`src/rtl/gpio_ovr_pkg.sv`:
```
`timescale 1ns/1ps
// Shared constants of the GPIO port: register addresses, bus width and
// the timer clock code. Assumes a two-bit register address space.
package gpio_ovr_pkg;
    localparam int ADDR_W = 2;
    localparam logic [ADDR_W-1:0] ADDR_DATA = 2'd0;
    localparam logic [ADDR_W-1:0] ADDR_DIR  = 2'd1;
    localparam logic [ADDR_W-1:0] ADDR_CFG  = 2'd2;
    localparam logic [2:0] TCLK_CODE = 3'b111;
    localparam int CH_BASE  = 1;   // timer channel k sits on pin CH_BASE+k
    localparam int TCLK_PIN = 0;
endpackage

```
`src/rtl/gpio_ovr_regs.sv`:
```
`timescale 1ns/1ps
// Register file: data latch, direction, pull-up and interrupt enables.
// Assumes 2*NPU equals the bus width DW. All fields reset to zero.
module gpio_ovr_regs
    import gpio_ovr_pkg::*;
#(
    parameter int NPINS = 5,
    parameter int NPU   = 4,
    parameter int DW    = 8
) (
    input  logic              clk,
    input  logic              rst_n,
    input  logic              we,
    input  logic [ADDR_W-1:0] addr,
    input  logic [DW-1:0]     wdata,
    output logic [NPINS-1:0]  data_q,
    output logic [NPINS-1:0]  dir_q,
    output logic [NPU-1:0]    pue_q,
    output logic [NPU-1:0]    kbe_q
);
    // Register update on write strobe; unmapped addresses are ignored.
    always_ff @(posedge clk) begin
        if (!rst_n) begin
            data_q <= '0;
            dir_q  <= '0;
            pue_q  <= '0;
            kbe_q  <= '0;
        end else if (we) begin
            case (addr)
                ADDR_DATA: data_q <= wdata[NPINS-1:0];
                ADDR_DIR:  dir_q  <= wdata[NPINS-1:0];
                ADDR_CFG: begin
                    pue_q <= wdata[NPU-1:0];
                    kbe_q <= wdata[2*NPU-1:NPU];
                end
                default: ;
            endcase
        end
    end
endmodule

```
`src/rtl/gpio_ovr_sync.sv`:
```
`timescale 1ns/1ps
// Two-flop synchronizer for W independent asynchronous pad levels.
// Assumes each bit may be sampled independently (no bus coherency).
module gpio_ovr_sync #(
    parameter int W = 5
) (
    input  logic         clk,
    input  logic         rst_n,
    input  logic [W-1:0] d,
    output logic [W-1:0] q
);
    logic [W-1:0] stage1;

    // Two-stage capture of the pad levels.
    always_ff @(posedge clk) begin
        if (!rst_n) begin
            stage1 <= '0;
            q      <= '0;
        end else begin
            stage1 <= d;
            q      <= stage1;
        end
    end
endmodule

```
`src/rtl/gpio_ovr_pinmux.sv`:
```
`timescale 1ns/1ps
// Per-pin pad control: a forced input wins, then timer ownership, then
// the direction bit. Assumes timer signals are already mapped to pins.
module gpio_ovr_pinmux #(
    parameter int NPINS = 5
) (
    input  logic [NPINS-1:0] dir,
    input  logic [NPINS-1:0] latch,
    input  logic [NPINS-1:0] own,
    input  logic [NPINS-1:0] tm_oe,
    input  logic [NPINS-1:0] tm_val,
    input  logic [NPINS-1:0] force_in,
    output logic [NPINS-1:0] pin_oe,
    output logic [NPINS-1:0] pin_out
);
    for (genvar i = 0; i < NPINS; i++) begin : g_pin
        // Buffer enable and drive value of one pin.
        assign pin_oe[i]  = force_in[i] ? 1'b0 : (own[i] ? tm_oe[i] : dir[i]);
        assign pin_out[i] = own[i] ? tm_val[i] : latch[i];
    end
endmodule

```
`src/rtl/gpio_ovr_port.sv`:
```
`timescale 1ns/1ps
// Five-pin GPIO port with timer pin takeover. Timer channels own their
// pins while their mode field is nonzero; pin 0 is a forced input while
// the external timer clock is selected. Readback always follows the
// direction bit. Assumes pin_in is asynchronous to clk.
module gpio_ovr_port
    import gpio_ovr_pkg::*;
#(
    parameter int NPINS = 5,
    parameter int NPU   = 4,
    parameter int NCH   = 2,
    parameter int DW    = 8
) (
    input  logic              clk,
    input  logic              rst_n,
    input  logic [ADDR_W-1:0] bus_addr,
    input  logic              bus_we,
    input  logic [DW-1:0]     bus_wdata,
    output logic [DW-1:0]     bus_rdata,
    input  logic [2*NCH-1:0]  tmr_ch_mode,
    input  logic [2:0]        tmr_clk_sel,
    input  logic [NCH-1:0]    tmr_ch_oe,
    input  logic [NCH-1:0]    tmr_ch_out,
    input  logic [NPINS-1:0]  pin_in,
    output logic [NPINS-1:0]  pin_out,
    output logic [NPINS-1:0]  pin_oe,
    output logic [NPU-1:0]    pin_pullup,
    output logic [NPU-1:0]    kbi_pin_en,
    output logic              tclk_out
);
    logic [NPINS-1:0] data_q, dir_q, pin_sync;
    logic [NPU-1:0]   pue_q, kbe_q;
    logic [NPINS-1:0] own, tm_oe, tm_val, force_in;
    logic             tclk_sel;
    logic [DW-1:0]    rd_next;

    gpio_ovr_regs #(.NPINS(NPINS), .NPU(NPU), .DW(DW)) u_regs (
        .clk(clk), .rst_n(rst_n), .we(bus_we), .addr(bus_addr),
        .wdata(bus_wdata), .data_q(data_q), .dir_q(dir_q),
        .pue_q(pue_q), .kbe_q(kbe_q)
    );

    gpio_ovr_sync #(.W(NPINS)) u_sync (
        .clk(clk), .rst_n(rst_n), .d(pin_in), .q(pin_sync)
    );

    // Map timer channels onto their pins and mark ownership.
    always_comb begin
        own    = '0;
        tm_oe  = '0;
        tm_val = '0;
        for (int k = 0; k < NCH; k++) begin
            own[CH_BASE+k]    = |tmr_ch_mode[2*k +: 2];
            tm_oe[CH_BASE+k]  = tmr_ch_oe[k];
            tm_val[CH_BASE+k] = tmr_ch_out[k];
        end
    end

    assign tclk_sel = (tmr_clk_sel == TCLK_CODE);

    // Force the external clock pin to input while it feeds the timer.
    always_comb begin
        force_in           = '0;
        force_in[TCLK_PIN] = tclk_sel;
    end

    gpio_ovr_pinmux #(.NPINS(NPINS)) u_mux (
        .dir(dir_q), .latch(data_q), .own(own), .tm_oe(tm_oe),
        .tm_val(tm_val), .force_in(force_in),
        .pin_oe(pin_oe), .pin_out(pin_out)
    );

    // Select read data; direction picks latch or pad per bit.
    always_comb begin
        rd_next = '0;
        case (bus_addr)
            ADDR_DATA: rd_next[NPINS-1:0] = (dir_q & data_q) | (~dir_q & pin_sync);
            ADDR_DIR:  rd_next[NPINS-1:0] = dir_q;
            ADDR_CFG:  rd_next[2*NPU-1:0] = {kbe_q, pue_q};
            default:   ;
        endcase
    end

    // Register the read data.
    always_ff @(posedge clk) begin
        if (!rst_n) bus_rdata <= '0;
        else        bus_rdata <= rd_next;
    end

    assign pin_pullup = pue_q & ~dir_q[NPU-1:0];
    assign kbi_pin_en = kbe_q;
    assign tclk_out   = tclk_sel & pin_sync[TCLK_PIN];
endmodule

```
`config.mk`:
```
export PLATFORM = sky130hd
export DESIGN_NAME = gpio_ovr_port
export DESIGN_NICKNAME = d
export VERILOG_FILES = /design/src/rtl/gpio_ovr_pkg.sv /design/src/rtl/gpio_ovr_regs.sv /design/src/rtl/gpio_ovr_sync.sv /design/src/rtl/gpio_ovr_pinmux.sv /design/src/rtl/gpio_ovr_port.sv
export SDC_FILE = /design/constraint.sdc
export NUM_CORES = 1
export LEC_CHECK = 0
export ABC_AREA = 1
export CAP_MARGIN = 5
export CORE_MARGIN = 5
export CORE_UTILIZATION = 57
export CTS_CLUSTER_SIZE = 24
export DETAILED_ROUTE_END_ITERATION = 12
export DONT_BUFFER_PORTS = 1
export PLACE_DENSITY = 0.76
export SYNTH_ARGS = -nofsm -noshare
export SYNTH_HDL_FRONTEND = slang
export SYNTH_SLANG_ARGS = --single-unit
```
`constraint.sdc`:
```
create_clock -name clk -period 1 [get_ports clk]
set_input_delay 0.2 -clock clk [delete_from_list [all_inputs] [get_ports clk]]
set_output_delay 0.2 -clock clk [all_outputs]
set_load 0.02 [all_outputs]
```
# After elaboration in Yosys (flattened, before gate mapping)
# Cells that the tools add are included.
[totals]
output_inout_bits = 27
wordCells = 31
romBits = 0
latchBits = 0
ram_bits = 0
memories = 0
register_bits = 36
[classes]
muxes = 6
shift = 0
n_bitwise = 7
mul = 0
eq_ne = 3
addsub = 0
div = 0
reduce_logical = 7
n_lt_le_gt_ge = 0
[ops]
columns = ["cell", "n"]
rows = [
  ["case mux 5 bit (3 select lines)", 1],
  ["bitwise AND 5 bit", 2],
  ["AND reduction 2 bit", 4],
  ["two-way mux 1 bit", 5],
  ["NOT 5 bit", 1],
  ["bitwise OR 5 bit", 1],
  ["bitwise AND 4 bit", 1],
  ["NOT 4 bit", 1],
  ["OR reduction 2 bit", 2],
  ["== test 3 bit, second input constant", 1],
  ["== test 2 x 1 -> 1 bit, second input constant", 1],
  ["== test 2 bit, second input constant", 1],
  ["logical NOT 2 bit", 1],
  ["bitwise AND 1 bit", 1],
]

# Depth between registers and ports, before layout
# Gate-level depths: netlist of run 1.
[logic_depth]
word_depth = 4
mapped_depth = 6
depth_no_buf = 6

# Modules after synthesis
# Synthesis of run 1 repeated with hierarchy kept, for this count alone.
[unflattened]
cells_unflattened = 279
hier_area_um2 = 1739.2
[by_module_without_submodules]
columns = ["module", "n_inst", "cells_per_inst", "seq_area_each_um2", "area_each_um2"]
rows = [
  ["gpio_ovr_regs", 1, 117, 360.3, 778.2],
  ["gpio_ovr_port", 1, 86, 160.2, 499.2],
  ["gpio_ovr_sync", 1, 31, 200.2, 286.5],
  ["gpio_ovr_pinmux", 1, 45, 0.0, 175.2],
]

# Least setup slack after synthesis of run 1
# No wires, ideal clock.
[synth_path]
path_type = "in2out"
startpoint = "input tmr_ch_mode[1]"
endpoint = "output pin_oe[1]"
path_buffers = 0
arrival_ps = 778
required_time_ps = 800
slack_ps = 22
cell_stages = 3
path_cell_list = "nor2_1 nor2_1 a21oi_1"
[synth_via]
elab_chain_cells = 2
[synth_rtl]
columns = ["element", "line_no", "rtl"]
rows = [
  ["start: declaration", "gpio_ovr_port.sv:20", "input logic [2*NCH-1:0] tmr_ch_mode,"],
  ["OR reduction 2 bit", "gpio_ovr_port.sv:53", "own[CH_BASE+k] = |tmr_ch_mode[2*k +: 2];"],
  ["two-way mux 1 bit", "gpio_ovr_pinmux.sv:18", "assign pin_oe[i] = force_in[i] ? 1'b0 : (own[i] ? tm_oe[i] : dir[i]);"],
  ["end: declaration", "gpio_ovr_port.sv:26", "output logic [NPINS-1:0] pin_oe,"],
]
# No other way between the ends.

# Worst setup path in the final report of run 1
[layout_path]
startpoint = "register u_regs.dir_q[1]"
endpoint = "output pin_oe[1]"
[layout_via]
elab_chain_cells = 1
[layout_rtl]
columns = ["element", "line_no", "rtl"]
rows = [
  ["start: declaration", "gpio_ovr_regs.sv:17", "output logic [NPINS-1:0] dir_q,"],
  ["start signal: assignment", "gpio_ovr_regs.sv:31", "ADDR_DIR: dir_q <= wdata[NPINS-1:0];"],
  ["two-way mux 1 bit", "gpio_ovr_pinmux.sv:18", ""],
]
# No other way between the ends.

==> results of run 1 <==
## cells in the final DEF, fill, tap and decap left out, types with 6 or more instances in the layout
| master | count |
|---|---|
| nor2_1 | 37 |
| inv_2 | 10 |
| dfxtp_1 | 9 |
| dfxtp_2 | 22 |
| dlygate4sd3_1 | 6 |
| a21oi_1 | 11 |
| nand2_1 | 40 |
| buf_4 | 17 |
| inv_1 | 23 |
| nand3_1 | 20 |
| buf_6 | 13 |
## worst max-delay path: cells and delay by family (launching register included)
kind            cells  cell delay [ns]
flops               1             0.38
compound gates      1             0.11
buf+inv             2             0.19
## power breakdown
group	switching, mW	leakage, nW	total (mW)	internal (mW)
combinational	0.217	0.593	0.394	0.176
clock	0.449	0.0326	0.796	0.347
sequential	0.0522	0.308	1.54	1.49
## repair_timing
item                       in CTS  in global routing
hold buffers                    7                  0
setup buffers                  11                  3
setup endpoints to repair      19                 41
gates resized for setup        48                 30
hold endpoints to repair       17                  0
pin swaps                       6                  9
## registers in the layout, indices dropped and copies added, names as in the netlist
register and cells:
u_sync.stage1 5, u_regs.dir_q 5, u_regs.kbe_q 4, u_regs.data_q 5, u_sync.q 5, u_regs.pue_q 4, bus_rdata 8
## path summary, 6_finish.rpt
path / start / end / slack, ns / cells after the start
worst min-delay path: bus_wdata[6] / u_regs.kbe_q[2] / 0.0005 / 2
worst min register to register: u_sync.stage1[3] / u_sync.q[3] / 0.42 / 2
worst max-delay path: u_regs.dir_q[1] / pin_oe[1] / -0.22 / 3
worst max register to register: u_regs.dir_q[3] / bus_rdata[3] / 0.04 / 6
## routing by layer
layer,part of all wire (%),global-route usage (%)
met5,0,0
met1,35,24.2
met2,52,36.9
met4,3.1,12.4
met3,9.9,8.81
## layout make-up
class / count / area [sq um]
clock buffers: 8 / 58.8
fillers: 169 / 489
multi-input cells: 134 / 664
flip-flops and latches: 36 / 767
inverters: 35 / 136
repair buffers: 37 / 347
well taps: 30 / 37.5
## cell families (layout without fill, tap and decap cells)
logic type / count (synthesis) / after routing
AND/OR/NAND/NOR: 113 / 113
buffers and inverters: 45 / 80
flip-flops: 36 / 36
AO/OA/AOI/OAI: 21 / 21
## per-stage QoR
| stage | cell area, sq um | total power [mW] |
|---|---|---|
| floorplan | 1510 | 1.79 |
| global placement | 1610 | 1.83 |
| detailed placement | 1610 | 1.84 |
| CTS | 1910 | 2.71 |
| global route | 2010 | 2.86 |
| finish | 2010 | 2.73 |
==> out/results.ini, run 1 <==
[outcome]
status = finished with violations
failed_checks = negative setup slack

[sta]
tightestPinTransition_ns = 0.566
min_period_over_period_pct = 122
setup_violations = 16
hold_viol_final = 0
fin_crit_ns = 1.22
fin_setup_tns_ns = -1.76
clock-skew-final_ns = 0.00346
max_freq_mhz = 817
slew_viol_final = 0
maxSlewHeadroom_pct = 62.3
holdWs_ns = 0.000480
setup_slack_ns = -0.224
rsz0062_at_grt = true

[route]
vias_per_cell = 5.32
drc = 0
firstDrtPassIters = 4
ant_nets = 0
drt_iter0_drc = 58
routed_wl_um = 4100
vias = 1489
wl_per_cell_um = 14.6

[worst_setup_path]
path_max_fanout = 3
crit_type = register to output pin
crit_path_top_delay_cell = dfxtp_4
critPathMaxStageDelay_ns = 0.38
required_ns = 0.80
cp-start-kind = register
worstPathArrival_ns = 1.02
worstPathCellList = inv_2 > a21oi_2 > buf_4
worstSetupEndpointType = output pin

[synthesis]
yosys_warnings = 0
synth_cell_types = 16
synth_ff_type = dfxtp_1
synthCells = 215
synth_area_sq_mm = 0.00151
ys_ff_latch = 36
synth_fp_nets = 244
yosys.area_share.simple_pct = 32.3
yosys.area_share.adder_pct = 0
synth-edff-count = 0
synth_top_family_by_area = simple AND/OR/NAND/NOR gates
synth_area_leaders = dfxtp_1, nand2_1, nor2_1
syn-mean-instance-area_sq_um = 7.02
synth_top_cell_area_share_pct = 47.8
yosysTopAreaCell = dfxtp_1
synthTopCellsByCount = nand2_1, nor2_1, dfxtp_1
seq_area_frac_synth_pct = 47.8
async_flop_share_pct = 0
synth_xor_xnor_area_share_pct = 0
muxShareOfSynthArea_pct = 0
yosysMostFrequentCell = nand2_1
synth_compound_area_share_pct = 6.97

[cts]
cts_tree = yes
insertion_delay_ns = 0.34
cts_buffer_depth = 2
htreeDepth = 2
cts_buffers = 5
clk_pin_slew_worst_paths_ns = 0.10
clock-sinks = 36
cts_root_buf = clkbuf_4

[finish]
stdcell_count = 280
post-route-util_pct = 80.4
antenna_cells = 0
drive_gt1_share_pct = 37.6
area.growth.synth_to_final_pct = 33.3
final_nets = 278

[global_routing]
grt_pass1_vias = 1411
grt_max_degree = 18
grt_first_pass_wirelength_um = 6090
grt_usage_pct = 22.3
antenna_found_initial = 0
grt_overflow = 0

[floorplan]
dieArea_sq_mm = 0.00378
start_util_pct = 60.4
core_region_area_sq_mm = 0.00250
fp.dieW_um = 61.5
die_y_um = 61.5
rows = 18
pin_count = 56

[worst_hold_path]
hold_class = input port to register

[power_and_ir_drop]
pwr_density_cell_mw_per_mm2 = 1360
ir_worst_vdd_v = 0.00123
p_leak_nw = 0.933

[placement]
dp_cells = 251
dpl.hpwl_um = 2630
gp_congestion = 0.840
post-place-ws_ns = 0.0600
numPortBuffers = 0

[flow_run]
maxCapViolCount = 0

(Power assumes the default switching activity.)
==> inputs of run 2 (changes only) <==
Settings changed: CORE_MARGIN 5 to 8, REMOVE_ABC_BUFFERS set to 1.
==> run 2 against run 1 <==
- flip-flop and latch count is the same
- non-clock buffer count grew 6
- the run still ends with negative setup slack left
- hold slack gained 0.0086 ns
- critical path type unchanged
- routed wire length grew 4.7%
- critical path depth is the same
==> out/results.ini, run 2 (synthesized netlist as in run 1, its figures left out) <==
[global_routing]
grt_usage_pct = 20.1  ; was 22.3%
grt_pass1_vias = 1574  ; was 1411
grt_overflow = 0  ; unchanged
grt_first_pass_wirelength_um = 7020  ; was 6090 um
grt_max_degree = 19  ; was 18
antenna_found_initial = 0  ; unchanged

[route]
routed_wl_um = 4290  ; was 4100 um
vias = 1547  ; was 1489
ant_nets = 0  ; unchanged
drt_iter0_drc = 75  ; was 58
drc = 0  ; unchanged
wl_per_cell_um = 15.1  ; was 14.6 um
vias_per_cell = 5.43  ; was 5.32
firstDrtPassIters = 5  ; was 4

[cts]
cts_buffer_depth = 2  ; unchanged
clock-sinks = 36  ; unchanged
cts_buffers = 5  ; unchanged
insertion_delay_ns = 0.33  ; was 0.34 ns
htreeDepth = 2  ; unchanged
cts_tree = yes  ; unchanged
cts_root_buf = clkbuf_4  ; unchanged
clk_pin_slew_worst_paths_ns = 0.10  ; about the same

[worst_setup_path]
cp_top_family = flip-flops  ; unchanged
critPathBufInv = 2  ; unchanged
cp-start-kind = register  ; unchanged
required_ns = 0.80  ; about the same
worstSetupStartpoint = u_regs.dir_q[1]  ; unchanged
worstSetupEndpointType = output pin  ; unchanged
crit_cells = 3  ; unchanged
worstPathArrival_ns = 1.02  ; about the same
worstPathCellList = inv_2 > a21oi_2 > buf_4  ; unchanged
critPathMaxStageDelay_ns = 0.36  ; was 0.38 ns
reg2reg_to = bus_rdata[0]  ; was bus_rdata[3]
path_max_fanout = 3  ; unchanged
crit_path_top_delay_cell = dfxtp_2  ; was dfxtp_4
crit_type = register to output pin  ; unchanged
crit_path_end = pin_oe[1]  ; unchanged
timing.reg2reg.setup_slack_ns = 0.05  ; was 0.04 ns
reg2regPathDepth = 6  ; unchanged
r2r_start = u_regs.pue_q[0]  ; was u_regs.dir_q[3]

[finish]
drive_gt1_share_pct = 33.7  ; was 37.6%
largest_reg_flops = 8  ; unchanged
fin_area_sq_mm = 0.00199  ; was 0.00201 sq mm
antenna_cells = 0  ; unchanged
post-route-util_pct = 79.8  ; was 80.4%
final_common_cell = nand2_1  ; unchanged
area.growth.synth_to_final_pct = 32.2  ; was 33.3%
top_register = bus_rdata  ; unchanged
final_nets = 284  ; was 278
final_cell_mix = nand2_1, nor2_1, buf_4  ; was nand2_1, nor2_1, inv_1

[floorplan]
pin_count = 56  ; unchanged
fp.dieW_um = 67.5  ; was 61.5 um
dieArea_sq_mm = 0.00455  ; was 0.00378 sq mm
die_y_um = 67.5  ; was 61.5 um
rows = 18  ; unchanged
core_region_area_sq_mm = 0.00250  ; unchanged
start_util_pct = 60.4  ; unchanged

[sta]
maxSlewHeadroom_pct = 59.7  ; was 62.3%
clock-skew-final_ns = 0.0100  ; was 0.00346 ns
slew_viol_final = 0  ; unchanged
setup_slack_ns = -0.222  ; was -0.224 ns
min_period_over_period_pct = 122  ; about the same
max_freq_mhz = 819  ; was 817 MHz
tightestPinTransition_ns = 0.605  ; was 0.566 ns
rsz0062_at_grt = true  ; unchanged
setup_violations = 14  ; was 16
hold_viol_final = 0  ; unchanged
fin_crit_ns = 1.22  ; about the same

[power_and_ir_drop]
totalPowerFinal_mw = 2.79  ; was 2.73 mW
p_leak_nw = 0.957  ; was 0.933 nW
ir_worst_vdd_v = 0.00135  ; was 0.00123 V
pwr_density_cell_mw_per_mm2 = 1400  ; was 1360 mW/mm^2

[placement]
dpl-instance-area_sq_mm = 0.00163  ; was 0.00161 sq mm
post-place-ws_ns = 0.0480  ; was 0.0600 ns
numPortBuffers = 0  ; unchanged
dpl.hpwl_um = 2740  ; was 2630 um
gp_congestion = 0.838  ; was 0.840

[flow_run]
maxCapViolCount = 0  ; unchanged

[outcome]
failed_checks = negative setup slack  ; unchanged
status = finished with violations  ; unchanged

[worst_hold_path]
hold_class = input port to register  ; unchanged
min_from = bus_wdata[2]  ; was bus_wdata[6]

-- run 2: changes by cell type in the layout (fill, tap and decap cells not counted), sizes merged --
| cell | change |
|---|---|
| clkbuf | -1 |
| buf | +6 |
-- run 2: through the flow --
| stage | TNS [ns] | hold WS, ns | instances |
|---|---|---|---|
| floorplan | 0 | 0.293 | 205 |
| finish | -1.62 | 0.00910 | 285 |
| global placement | 0 | 0.295 | 254 |
| detailed placement | 0 | 0.301 | 254 |
| CTS | -2.86 | 0.00199 | 283 |
| global route | -2.24 | 0.0141 | 285 |
-- run 2: worst min path at each step --
stage	to	slack (ns)	cells past startpoint
after floorplan	u_sync.q[0]	0.29	2
after global placement	u_sync.stage1[1]	0.30	2
after detailed placement	u_sync.q[3]	0.30	2
after CTS	u_regs.dir_q[2]	0.002	2
after global routing	u_regs.pue_q[0]	0.01	2
final	u_regs.dir_q[2]	0.009	2
-- run 2: what timing repair did --
action	4_1_cts	5_1_grt
endpoints found under the setup margin	19	38
setup buffers	15	2
pin swaps	6	4
gates cloned	0	0
resized for setup	41	11
endpoints found under the hold margin	18	0
hold buffers	7	0
-- run 2: layout make-up --
type | instances | area, sq um
timing repair buffer | 43 | 373
inverter | 35 | 136
sequential | 36 | 754
multi-input combinational | 134 | 628
fill | 187 | 505
tap | 30 | 37.5
clock buffer | 7 | 65.1
-- run 2: worst reg2reg max path: stages (launching register included) --
cell and delay [ns]:
dfxtp_2 0.34, buf_4 0.12, buf_4 0.12, nand3_1 0.07, nand2_1 0.05, nor2_1 0.11, nor2_1 0.05
-- run 2: per-layer routing --
metal | track usage (%) | part of all wire, % | vias up
li1 | - | - | 733
met2 | 33.8 | 47 | 112
met1 | 20.0 | 33 | 674
met3 | 8.28 | 14 | 28
met4 | 13.6 | 5.7 | 0
met5 | 0 | 0 | -
-- run 2: power breakdown --
part / total [mW] / leakage [nW] / internal (mW) / switching (mW)
Combinational: 0.400 / 0.615 / 0.180 / 0.220
Clock: 0.848 / 0.0374 / 0.399 / 0.450
Sequential: 1.54 / 0.305 / 1.49 / 0.0490
Total: 2.79 / 0.957 / 2.07 / 0.719
==> inputs of run 3 (changes only) <==
Settings changed: CORE_MARGIN 8 to unset.
==> run 3 against run 2 <==
- the flow still finishes with violations (negative setup slack)
- utilization is 7.5 points higher
- routed wire length is 0.30% higher
- register-to-register slack worse by 0.08 ns
- clock skew is 0.0011 ns lower
- first-iteration DRC count is 13% lower
- count of clock-buffer cells in the layout is 2 lower
- largest power group unchanged
==> out/results.ini, run 3 (synthesized netlist as in run 1, its figures left out) <==
[outcome]
status = finished with violations  ; unchanged
failed_checks = negative setup slack  ; unchanged

[cts]
cts_buffers = 5  ; unchanged
insertion_delay_ns = 0.35  ; was 0.33 ns
cts_tree = yes  ; unchanged
htreeDepth = 2  ; unchanged
cts_buffer_depth = 2  ; unchanged
clk_pin_slew_worst_paths_ns = 0.11  ; was 0.10 ns
clock-sinks = 36  ; unchanged
cts_root_buf = clkbuf_4  ; unchanged

[finish]
top_register = bus_rdata  ; unchanged
largest_reg_flops = 8  ; unchanged
final_nets = 296  ; was 284
final.fill_count = 131  ; was 187
drive_gt1_share_pct = 36.2  ; was 33.7%
fin_area_sq_mm = 0.00218  ; was 0.00199 sq mm
final_common_cell = nand2_1  ; unchanged
post-route-util_pct = 87.3  ; was 79.8%
final_cell_mix = nand2_1, nor2_1, inv_1, buf_4, dfxtp_2  ; was nand2_1, nor2_1, buf_4
antenna_cells = 0  ; unchanged
area.growth.synth_to_final_pct = 44.6  ; was 32.2%

[sta]
hold_viol_final = 0  ; unchanged
slew_viol_final = 0  ; unchanged
maxSlewHeadroom_pct = 56.3  ; was 59.7%
min_period_over_period_pct = 124  ; was 122%
rsz0062_at_grt = true  ; unchanged
clock-skew-final_ns = 0.00894  ; was 0.0100 ns
fin_crit_ns = 1.24  ; was 1.22 ns
tightestPinTransition_ns = 0.655  ; was 0.605 ns
setup_slack_ns = -0.244  ; was -0.222 ns
setup_violations = 17  ; was 14
max_freq_mhz = 804  ; was 819 MHz
holdWs_ns = 0.00327  ; was 0.00910 ns

[worst_setup_path]
reg2regPathDepth = 7  ; was 6
r2r_start = u_regs.data_q[1]  ; was u_regs.pue_q[0]
worstPathArrival_ns = 1.04  ; was 1.02 ns
required_ns = 0.80  ; about the same
reg2reg_to = bus_rdata[1]  ; was bus_rdata[0]
worstSetupEndpointType = output pin  ; unchanged
crit_type = register to output pin  ; unchanged
cp-start-kind = register  ; unchanged
timing.reg2reg.setup_slack_ns = -0.03  ; was 0.05 ns
path_max_fanout = 4  ; was 3

[route]
wl_per_cell_um = 14.4  ; was 15.1 um
routed_wl_um = 4310  ; was 4290 um
vias_per_cell = 5.43  ; about the same
ant_nets = 0  ; unchanged
drt_iter0_drc = 65  ; was 75
drc = 0  ; unchanged
firstDrtPassIters = 5  ; unchanged
vias = 1619  ; was 1547

[global_routing]
antenna_found_initial = 0  ; unchanged
grt_usage_pct = 30.5  ; was 20.1%
met1_usage_pct = 33.8  ; was 20.0%
grt_pass1_vias = 1412  ; was 1574
grt_overflow = 0  ; unchanged
grt_first_pass_wirelength_um = 6030  ; was 7020 um
grt_use_met3_pct = 10.6  ; was 8.28%
grt-busiest-layer = met2  ; unchanged
grt_max_degree = 19  ; unchanged
grt_use_met2_pct = 52.3  ; was 33.8%

[floorplan]
fp.dieW_um = 53.5  ; was 67.5 um
rows = 18  ; unchanged
core_region_area_sq_mm = 0.00250  ; unchanged
start_util_pct = 60.4  ; unchanged
die_y_um = 53.5  ; was 67.5 um
pin_count = 56  ; unchanged
dieArea_sq_mm = 0.00286  ; was 0.00455 sq mm

[flow_run]
maxCapViolCount = 0  ; unchanged

[power_and_ir_drop]
totalPowerFinal_mw = 3.03  ; was 2.79 mW
p_leak_nw = 1.02  ; was 0.957 nW
pwr_density_cell_mw_per_mm2 = 1390  ; was 1400 mW/mm^2
ir_worst_vdd_v = 0.00193  ; was 0.00135 V

[placement]
numPortBuffers = 0  ; unchanged
dpl.hpwl_um = 2200  ; was 2740 um
dpl-instance-area_sq_mm = 0.00162  ; was 0.00163 sq mm
gp_congestion = 0.821  ; was 0.838

[worst_hold_path]
min_from = bus_we  ; was bus_wdata[2]
hold_path_depth = 2  ; unchanged
hold_path_end = u_regs.dir_q[4]  ; was u_regs.dir_q[2]
hold_class = input port to register  ; unchanged

[run 3: cell types whose count changed in the layout (fill, tap and decap cells not counted), sizes merged]
cell | previous run | this run
dlygate4sd3 | 6 | 17
clkbuf | 7 | 5
clkinvlp | 0 | 1
buf | 36 | 37
clkinv | 0 | 1
bufinv | 0 | 1
[run 3: worst max-delay path by stage]
stage | startpoint | end | slack, ns | cells past startpoint
after floorplan | tmr_ch_mode[1] | pin_oe[1] | 0.02 | 3
after global placement | tmr_ch_mode[3] | pin_oe[2] | 0.10 | 4
after detailed placement | tmr_ch_mode[1] | pin_out[1] | 0.07 | 4
after CTS | u_regs.dir_q[1] | pin_oe[1] | -0.24 | 3
after global routing | u_regs.dir_q[2] | pin_oe[2] | -0.29 | 3
final | u_regs.dir_q[1] | pin_oe[1] | -0.24 | 3
[run 3: per-layer routing]
metal | vias to the layer above | share of wire (%)
li1 | 762 | -
met1 | 745 | 37
met2 | 101 | 52
met3 | 11 | 9.1
met4 | 0 | 1.7
met5 | - | 0
[run 3: worst max-delay path: stages (launching register included)]
cell	delay (ns)
dfxtp_4	0.39
inv_4	0.04
a21oi_4	0.12
buf_6	0.14
[run 3: per-stage QoR]
step | instances | setup WS [ns] | setup TNS, ns
2_1_floorplan | 205 | 0.0219 | 0
3_3_place_gp | 253 | 0.101 | 0
3_5_place_dp | 253 | 0.0685 | 0
4_1_cts | 293 | -0.235 | -3.01
5_1_grt | 298 | -0.286 | -2.79
6_report | 298 | -0.244 | -2.06
[run 3: area by class of cell]
class | count | area (sq um) | share of cell area, %
timing repair buffer | 55 | 509 | 23.3
clock buffer | 5 | 37.5 | 1.72
clock inverter | 3 | 42.5 | 1.95
sequential | 36 | 764 | 35.0
inverter | 35 | 139 | 6.36
tap | 30 | 37.5 | 1.72
multi-input combinational | 134 | 652 | 29.9
[run 3: timing repair]
item / in CTS / in global routing
buffers inserted: 17 / 2
hold buffers: 15 / 3
endpoints found under the setup margin: 20 / 43
pin swaps: 6 / 6
endpoints found under the hold margin: 25 / 2
gates resized for setup: 47 / 25
[run 3: where the power goes]
group / internal [mW] / switching, mW
clock network: 0.521 / 0.506
registers: 1.49 / 0.0499
logic: 0.221 / 0.244
